File: config.mk
export PLATFORM = sky130hd
export DESIGN_NAME = irq_router
export DESIGN_NICKNAME = d
export VERILOG_FILES = /design/src/rtl/irq_router.sv
export SDC_FILE = /design/constraint.sdc
export NUM_CORES = 2
export LEC_CHECK = 0
export ABC_AREA = 1
export ABC_CLOCK_PERIOD_IN_PS = 4300
export BUFFER_PORTS_ARGS = -buffer_cell sky130_fd_sc_hd__buf_4
export CORE_MARGIN = 5
export CORE_UTILIZATION = 35
export CTS_CLUSTER_SIZE = 24
export DETAILED_ROUTE_END_ITERATION = 6
export HOLD_SLACK_MARGIN = 0.1
export SETUP_SLACK_MARGIN = 0.4
export SLEW_MARGIN = 20
export SYNTH_ARGS = -nofsm -noshare
export SYNTH_HDL_FRONTEND = slang
export SYNTH_SLANG_ARGS = --single-unit
File: constraint.sdc
create_clock -name clk -period 4.3 [get_ports clk]
set_clock_uncertainty 0.15 [all_clocks]
set_input_delay 0.215 -clock clk [delete_from_list [all_inputs] [get_ports clk]]
set_output_delay 0.215 -clock clk [all_outputs]
set_load 0.02 [all_outputs]
File: src/rtl/irq_router.sv
`timescale 1ns/1ps
module irq_router #(
  parameter int NUM_SRC  = 64,
  parameter int NUM_CPUS = 4,
  parameter int ADDR_W   = 16
) (
  input  logic                clk,
  input  logic                rst,
  input  logic [NUM_SRC-1:0]  src_lvl,
  input  logic                bus_wr,
  input  logic                bus_rd,
  input  logic [ADDR_W-1:0]   bus_addr,
  input  logic [31:0]         bus_wdata,
  output logic [31:0]         bus_rdata,
  output logic [NUM_CPUS-1:0] irq_out
);
  localparam int SW         = (NUM_SRC > 1) ? $clog2(NUM_SRC) : 1;
  localparam int CW         = (NUM_CPUS > 1) ? $clog2(NUM_CPUS) : 1;
  localparam int ROUTE_BASE = 'h100;
  localparam int ROUTE_END  = ROUTE_BASE + 4 * NUM_SRC;
  localparam int CPU_BASE   = 'h2000;
  localparam int CPU_END    = CPU_BASE + 'h100 * NUM_CPUS;
  localparam int EN_SET     = 'h30;
  localparam int EN_CLR     = 'h34;
  localparam logic [7:0] ACK_OFS  = 8'h44;
  localparam logic [7:0] MSET_OFS = 8'h48;
  localparam logic [7:0] MCLR_OFS = 8'h4C;
  localparam logic [9:0] NONE     = 10'h3FF;

  logic [NUM_SRC-1:0]                en;
  logic [NUM_CPUS-1:0][NUM_SRC-1:0] msk;
  logic [NUM_CPUS-1:0]               route [NUM_SRC];
  logic [NUM_CPUS-1:0][9:0]          pick;
  logic [31:0]                       rd_next;

  wire [31:0]   a32       = 32'(bus_addr);
  wire [9:0]    widx      = bus_wdata[9:0];
  wire [SW-1:0] widx_s    = widx[SW-1:0];
  wire          widx_ok   = 32'(widx) < NUM_SRC;
  wire          route_hit = a32 >= ROUTE_BASE && a32 < ROUTE_END && a32[1:0] == 2'b00;
  wire [SW-1:0] ridx      = SW'((a32 - ROUTE_BASE) >> 2);
  wire          cpu_hit   = a32 >= CPU_BASE && a32 < CPU_END;
  wire [CW-1:0] csel      = CW'((a32 - CPU_BASE) >> 8);
  wire [7:0]    creg      = 8'(a32 - CPU_BASE);
  wire          unused_wd = ^bus_wdata[31:10];

  always_ff @(posedge clk) begin
    if (rst) en <= '0;
    else if (bus_wr && widx_ok) begin
      if (a32 == EN_SET)      en[widx_s] <= 1'b1;
      else if (a32 == EN_CLR) en[widx_s] <= 1'b0;
    end
  end

  always_ff @(posedge clk) begin
    if (rst) msk <= '1;
    else if (bus_wr && cpu_hit && widx_ok) begin
      for (int c = 0; c < NUM_CPUS; c++) begin
        if (csel == CW'(c)) begin
          if (creg == MSET_OFS)      msk[c][widx_s] <= 1'b1;
          else if (creg == MCLR_OFS) msk[c][widx_s] <= 1'b0;
        end
      end
    end
  end

  always_ff @(posedge clk) begin
    if (rst) begin
      for (int n = 0; n < NUM_SRC; n++) route[n] <= '0;
    end else if (bus_wr && route_hit) begin
      route[ridx] <= bus_wdata[NUM_CPUS-1:0];
    end
  end

  for (genvar c = 0; c < NUM_CPUS; c++) begin : g_cpu
    logic [NUM_SRC-1:0] rcol;
    logic [NUM_SRC-1:0] q;
    logic [9:0]         pk;
    always_comb begin
      for (int n = 0; n < NUM_SRC; n++) rcol[n] = route[n][c];
    end
    assign q = src_lvl & en & rcol & ~msk[c];
    always_comb begin
      pk = NONE;
      for (int n = NUM_SRC - 1; n >= 0; n--)
        if (q[n]) pk = 10'(n);
    end
    assign irq_out[c] = |q;
    assign pick[c]    = pk;
  end

  always_comb begin
    rd_next = '0;
    if (a32 == 0)                          rd_next = 32'(NUM_SRC) << 2;
    else if (route_hit)                    rd_next = 32'(route[ridx]);
    else if (cpu_hit && creg == ACK_OFS)   rd_next = {22'b0, pick[csel]};
  end

  always_ff @(posedge clk) begin
    if (rst) bus_rdata <= '0;
    else if (bus_rd) bus_rdata <= rd_next;
  end


  en_set_chk: assert property (@(posedge clk) disable iff (rst)
    (bus_wr && a32 == EN_SET && widx_ok) |=> en[$past(widx_s)]);

  en_clr_chk: assert property (@(posedge clk) disable iff (rst)
    (bus_wr && a32 == EN_CLR && widx_ok) |=> !en[$past(widx_s)]);

  idx_range_chk: assert property (@(posedge clk) disable iff (rst)
    (bus_wr && !widx_ok) |=> ($stable(en) && $stable(msk)));

  mask_set_chk: assert property (@(posedge clk) disable iff (rst)
    (bus_wr && cpu_hit && csel == '0 && creg == MSET_OFS && widx_ok) |=> msk[0][$past(widx_s)]);

  quiet_chk: assert property (@(posedge clk) disable iff (rst)
    (src_lvl == '0) |-> (irq_out == '0));

  ack_range_chk: assert property (@(posedge clk) disable iff (rst)
    (bus_rd && cpu_hit && creg == ACK_OFS) |=>
      (bus_rdata[31:10] == '0 && (bus_rdata[9:0] == NONE || 32'(bus_rdata[9:0]) < NUM_SRC)));

  reset_quiet_chk: assert property (@(posedge clk) disable iff (rst)
    $fell(rst) |-> (irq_out == '0));
endmodule

Yosys cells after proc, flatten, opt, wreduce, memory -nomap -nowiden
Memory sizes are Yosys's and may differ from the RTL's. Cells that the tools add are included.

Register bits after elaboration: 352. Latch bits: 0. Memory bits (writable): 256. ROM bits: 0. Input bits: 116. Output and inout bits: 36. Logic and storage cells: 354. Memories: 1.

Memory list: route (depth 64, width 4, read ports 65, clocked after memory_dff 0, write ports 64, line 32) `logic [NUM_CPUS-1:0] route [NUM_SRC];`.

Add/sub/neg operators: 2. $mul: 0. Divide/modulo/power cells: 0. Magnitude comparators: 8. Equal/unequal tests: 8. Shift-type cells: 0. Multiplexer cells: 281. Bitwise logic cells: 24. Reductions and logical operators: 24.

Operators by type and width (number): $mux 10 (260); $and 64x64->64 (14); $mux 64 (10); $not 64->64 (5); $or 64x64->64 (5); $reduce_or 64->1 (4); $eq 16x6->1 const B (2); $logic_not 32->1 (1); $eq 8x7->1 const B (3); $bmux 10 s2 (1); $ge 16x14->1 const B (1); $ge 16x9->1 const B (1); $lt 16x10->1 const B (1); $lt 16x14->1 const B (1); $reduce_and 3->1 (4); $lt 10x7->1 const B (1); $sub 10x1->10 const B (1); $logic_and 1x1->1 (9); $sub 8x1->8 const B (1); $lt 6x7->1 const B (1); $mux 1 (7); $demux 1 s6 (1); $ge 6x1->1 const B (1); $mux 6 (1); 8 further kinds (11).

Logic depth before layout (Yosys ltp)
Word-level depth: 72. Gate-level depth with buffers: 70. Mapped depth without buffers: 70.

Worst setup path before layout
No wires, ideal clock.

Path type: register -> register. Start: reg with a tool-made name. End: reg bus_rdata[0]. Arrival: 3.437 ns. Slack: 0.582 ns. Stages on the path, launching flop included: 70. Path buffers: 0. Path through: dfxtp_1 -> nand2_1 -> nor2_1 -> nand2_1 -> nand2_1 -> nand2_1 -> nand2_1 -> nand2_1 -> nand2_1 -> nand2_1 -> nand2_1 -> nand2_1 -> nand2_1 -> nand2_1 -> nand2_1 -> nand2_1 -> nand2_1 -> nand2_1 -> [34 not listed] -> nand2_1 -> nand2_1 -> nand2_1 -> nand2_1 -> nand2_1 -> nand2_1 -> nand2_1 -> nand2_1 -> nand2_1 -> nand2_1 -> nand2_1 -> nand2_1 -> nand2_1 -> nand2_1 -> nand3_1 -> o21bai_2 -> nand2_1 -> a21oi_2.

RTL lines: end signal: assignment (line 101) `else if (bus_rd) bus_rdata <= rd_next;`; end: declaration (line 14) `output logic [31:0] bus_rdata,`.

==> summary.md <==
| Metric | Value |
|---|---|
| CP most frequent cell | `nand2_1` |
| Maxcap violations | `0` |
| Clk pin slew, worst setup/hold paths | `60 ps` |
| Setup WS pre-CTS | `-441.5 ps` |
| Crit Path Class | `flop to flop` |
| Worst Hold Class | `primary input to flop` |
| CTS buffer count | `66` |
| Global route overflow | `0` |
| WP data arrival | `5100 ps` |
| Initial antenna violation count | `5` |
| Post-synth EDFFs | `256` |
| Chip Height | `301.7 um` |
| Drt via density | `5.495` |
| Routed WL per cell | `22.37 um` |
| RSZ-0062 raised after global routing | `true` |
| FF+latch count, synth | `584` |
| Peak supply drop | `0.2511 mV` |
| IO Pins | `152` |
| Global placer's final weighted congestion | `0.9908` |
| First-pass GRT wire length | `168.3 mm` |
| Simple-gate share of the synthesized area | `21.24%` |
| Combinational power share | `6.1%` |
| WL final | `116.3 mm` |
| CP max FO | `4` |
| DRT antenna net count | `0` |
| Core area | `84880 um^2` |
| Iteration count of the initial detailed-routing pass | `6` |
| Root Buffer | `clkbuf_16` |
| Switching pwr | `3006 uW` |
| Area leader, netlist | `edfxtp_1` |
| Largest family of logic cells by synthesized area | `simple AND/OR/NAND/NOR gates` |
| Slew Limit Headroom | `18.05%` |
| Mapped Area | `29790 um^2` |
| Cells after synthesis | `3880` |
| Mean Syn Cell Area | `7.677 um^2` |
| # setup viols final | `2` |
| Largest net degree at the start of global routing | `204` |
| DP HPWL | `83.06 mm` |
| Die Wd | `301.7 um` |
| Xor/xnor share of the synthesized area | `0%` |
| Buffer count from post-CTS setup fixing | `0` |
| Status | `complete, but fails checks` |
| Ys async rst share | `0%` |
| Worst skew pair latency | `630 ps` |
| Number of global-route vias before repair | `26042` |
| Final net count | `4116` |
| Filler instances | `8667` |
| Port buffer count | `107` |
| Clock power share | `46.3%` |
| Critical Path Slowest Stage Cell | `dfxtp_4` |
| CP required | `4590 ps` |
| Final hold viol count | `0` |
| Worst setup EP type | `flop` |
| Period utilization | `111.9%` |
| R2r setup slk | `-510 ps` |
| CTS tree | `yes` |
| P&R area growth vs syn | `16.53%` |
| Max Clk Rate | `207.9 MHz` |
| Setup TNS | `-549.3 ps` |
| CP Capture Point | `bus_rdata[0]` |
| Switching Fraction | `23.95%` |
| FF-to-FF path depth | `69` |
| Drc violations | `0` |
| Worst slew pin tran | `1229 ps` |
| Adder-cell area share of the yosys netlist | `0%` |
| Total number of placement rows | `107` |
| Die ar. | `91040 um^2` |
| Startpoint types | `flop` |
| Max incr delay on CP | `370 ps` |
| Synth cell types | `45` |
| Starting density of the core | `35.09%` |
| Violated checks | `setup timing` |
| Htree depth | `3` |
| Most numerous cell in the Yosys netlist | `nand2_1` |
| Compound-Gate Fraction of Synth Area | `20.20%` |
| Cell Int Power | `9545 uW` |
| Sequential share of the synthesized area | `47.85%` |
| Most frequent cells after synthesis | `nand2_1 (708), inv_1 (581), nor2_1 (552)` |
| Seq pwr share | `47.6%` |
| Tmin final | `4811 ps` |
| Yosys Warn Count | `0` |
| Vias | `28566` |
| Power density cells | `361.6 nW/um^2` |
| Area contributors post-synth | `edfxtp_1 (26%), dfxtp_1 (22%), nand2_1 (8.9%), o311ai_0 (7.6%), inv_1 (7.3%)` |
| Setup ws final | `-511.2 ps` |
| Leakage | `0.01375 uW` |
| Synth top area share | `25.81%` |
| Worst r2r dst | `bus_rdata[0]` |
| Slew Limit Fails | `0` |
| First-iteration detailed-routing DRC count | `3514` |
| Clk sinks | `584` |
| Fraction of layout cells with a size suffix above 1 | `9.970%` |
| GRT Overall Usage | `24.62%` |
| Clock buffer depth | `3` |
| Synth Flop Type | `dfxtp_1` |
| Multiplexer share of the synthesized area | `0%` |
[per-stage QoR]
step                      utilization [%]  total power (uW)  hold WS (ps)  instances  instance area (um^2)
after floorplan                         -              6435         258.3       3901                 29870
after global placement              38.12              6821         307.2       5070                 32350
after detailed placement            38.12              6823         313.1       5070                 32350
after CTS                           40.82             12580         133.0       5196                 34640
after global routing                40.89             12880         171.6       5196                 34700
final                               40.90             12550         175.9       5199                 34710
[area by class of cell]
type | count | area [um^2] | area share (%)
Sequential cell | 584 | 14260 | 41.08
Antenna cell | 3 | 7.507 | 0.02163
Clock inverter | 21 | 205.2 | 0.5911
Inverter | 594 | 2246 | 6.470
Timing Repair Buffer | 261 | 2012 | 5.796
Tap cell | 1144 | 1431 | 4.124
Clock buffer | 99 | 2016 | 5.807
Multi-Input combinational cell | 2493 | 12540 | 36.11
[power by group through the flow]
| stage | logic [uW] | clock network, uW | registers [uW] |
|---|---|---|---|
| 3_5_place_dp | 728 | 0 | 6090 |
| 5_1_grt | 794 | 6100 | 5990 |
| 3_3_place_gp | 727 | 0 | 6090 |
| 2_1_floorplan | 372 | 0 | 6060 |
| 6_report | 764 | 5810 | 5980 |
| 4_1_cts | 735 | 5870 | 5980 |
[worst min-delay path by stage]
stage	start	end	slack, ps	cells after the start
after CTS	bus_addr[9]	bus_rdata[0]	130	7
after detailed placement	bus_rdata[4]	bus_rdata[4]	310	2
after floorplan	bus_rd	bus_rdata[8]	260	2
final	bus_addr[9]	bus_rdata[0]	180	7
after global placement	bus_rdata[3]	bus_rdata[3]	310	2
after global routing	rst	bus_rdata[0]	170	2
[layout by cell type, fill, tap and decap left out, types with 13 or more instances in the layout]
| cell type | instances |
|---|---|
| o21ai_0 | 321 |
| dfxtp_1 | 326 |
| conb_1 | 22 |
| a221oi_1 | 15 |
| a31oi_1 | 14 |
| o221ai_1 | 21 |
| o22ai_1 | 75 |
| inv_2 | 13 |
| buf_4 | 252 |
| nand3_1 | 26 |
| inv_1 | 575 |
| o211ai_1 | 16 |
| clkbuf_1 | 18 |
| o311ai_0 | 259 |
| clkbuf_16 | 74 |
| nor2_1 | 549 |
| a21oi_1 | 104 |
| nand2_1 | 696 |
| edfxtp_1 | 256 |
| nor3_1 | 261 |
| a311oi_1 | 48 |
[repair_timing]
action | in CTS | in global routing
endpoints found under the hold margin | 48 | 0
resized for setup | 6 | 14
pin swaps | 1 | 6
hold buffers | 6 | 0
setup endpoints to repair | 2 | 3
[routing by layer]
layer	track usage [%]	vias to the layer above	wire length, um
met5	0	-	24
met4	8.643	4	4771
met3	6.223	262	12840
met2	38.78	1478	51300
met1	33.08	13286	47380
li1	-	13536	-
[worst max-delay path, delay by kind of cell (launching register included)]
| kind | cells | cell delay (ps) |
|---|---|---|
| compound gates | 2 | 100 |
| flops | 1 | 370 |
| simple gates | 67 | 4030 |
[cell families (layout without fill, tap and decap cells)]
family,after synthesis,count (layout)
other cells,1,25
compound gates,900,900
simple gates,1571,1571
buf+inv,824,975
flops,584,584
Note: power is estimated with default switching activity, not from simulation.
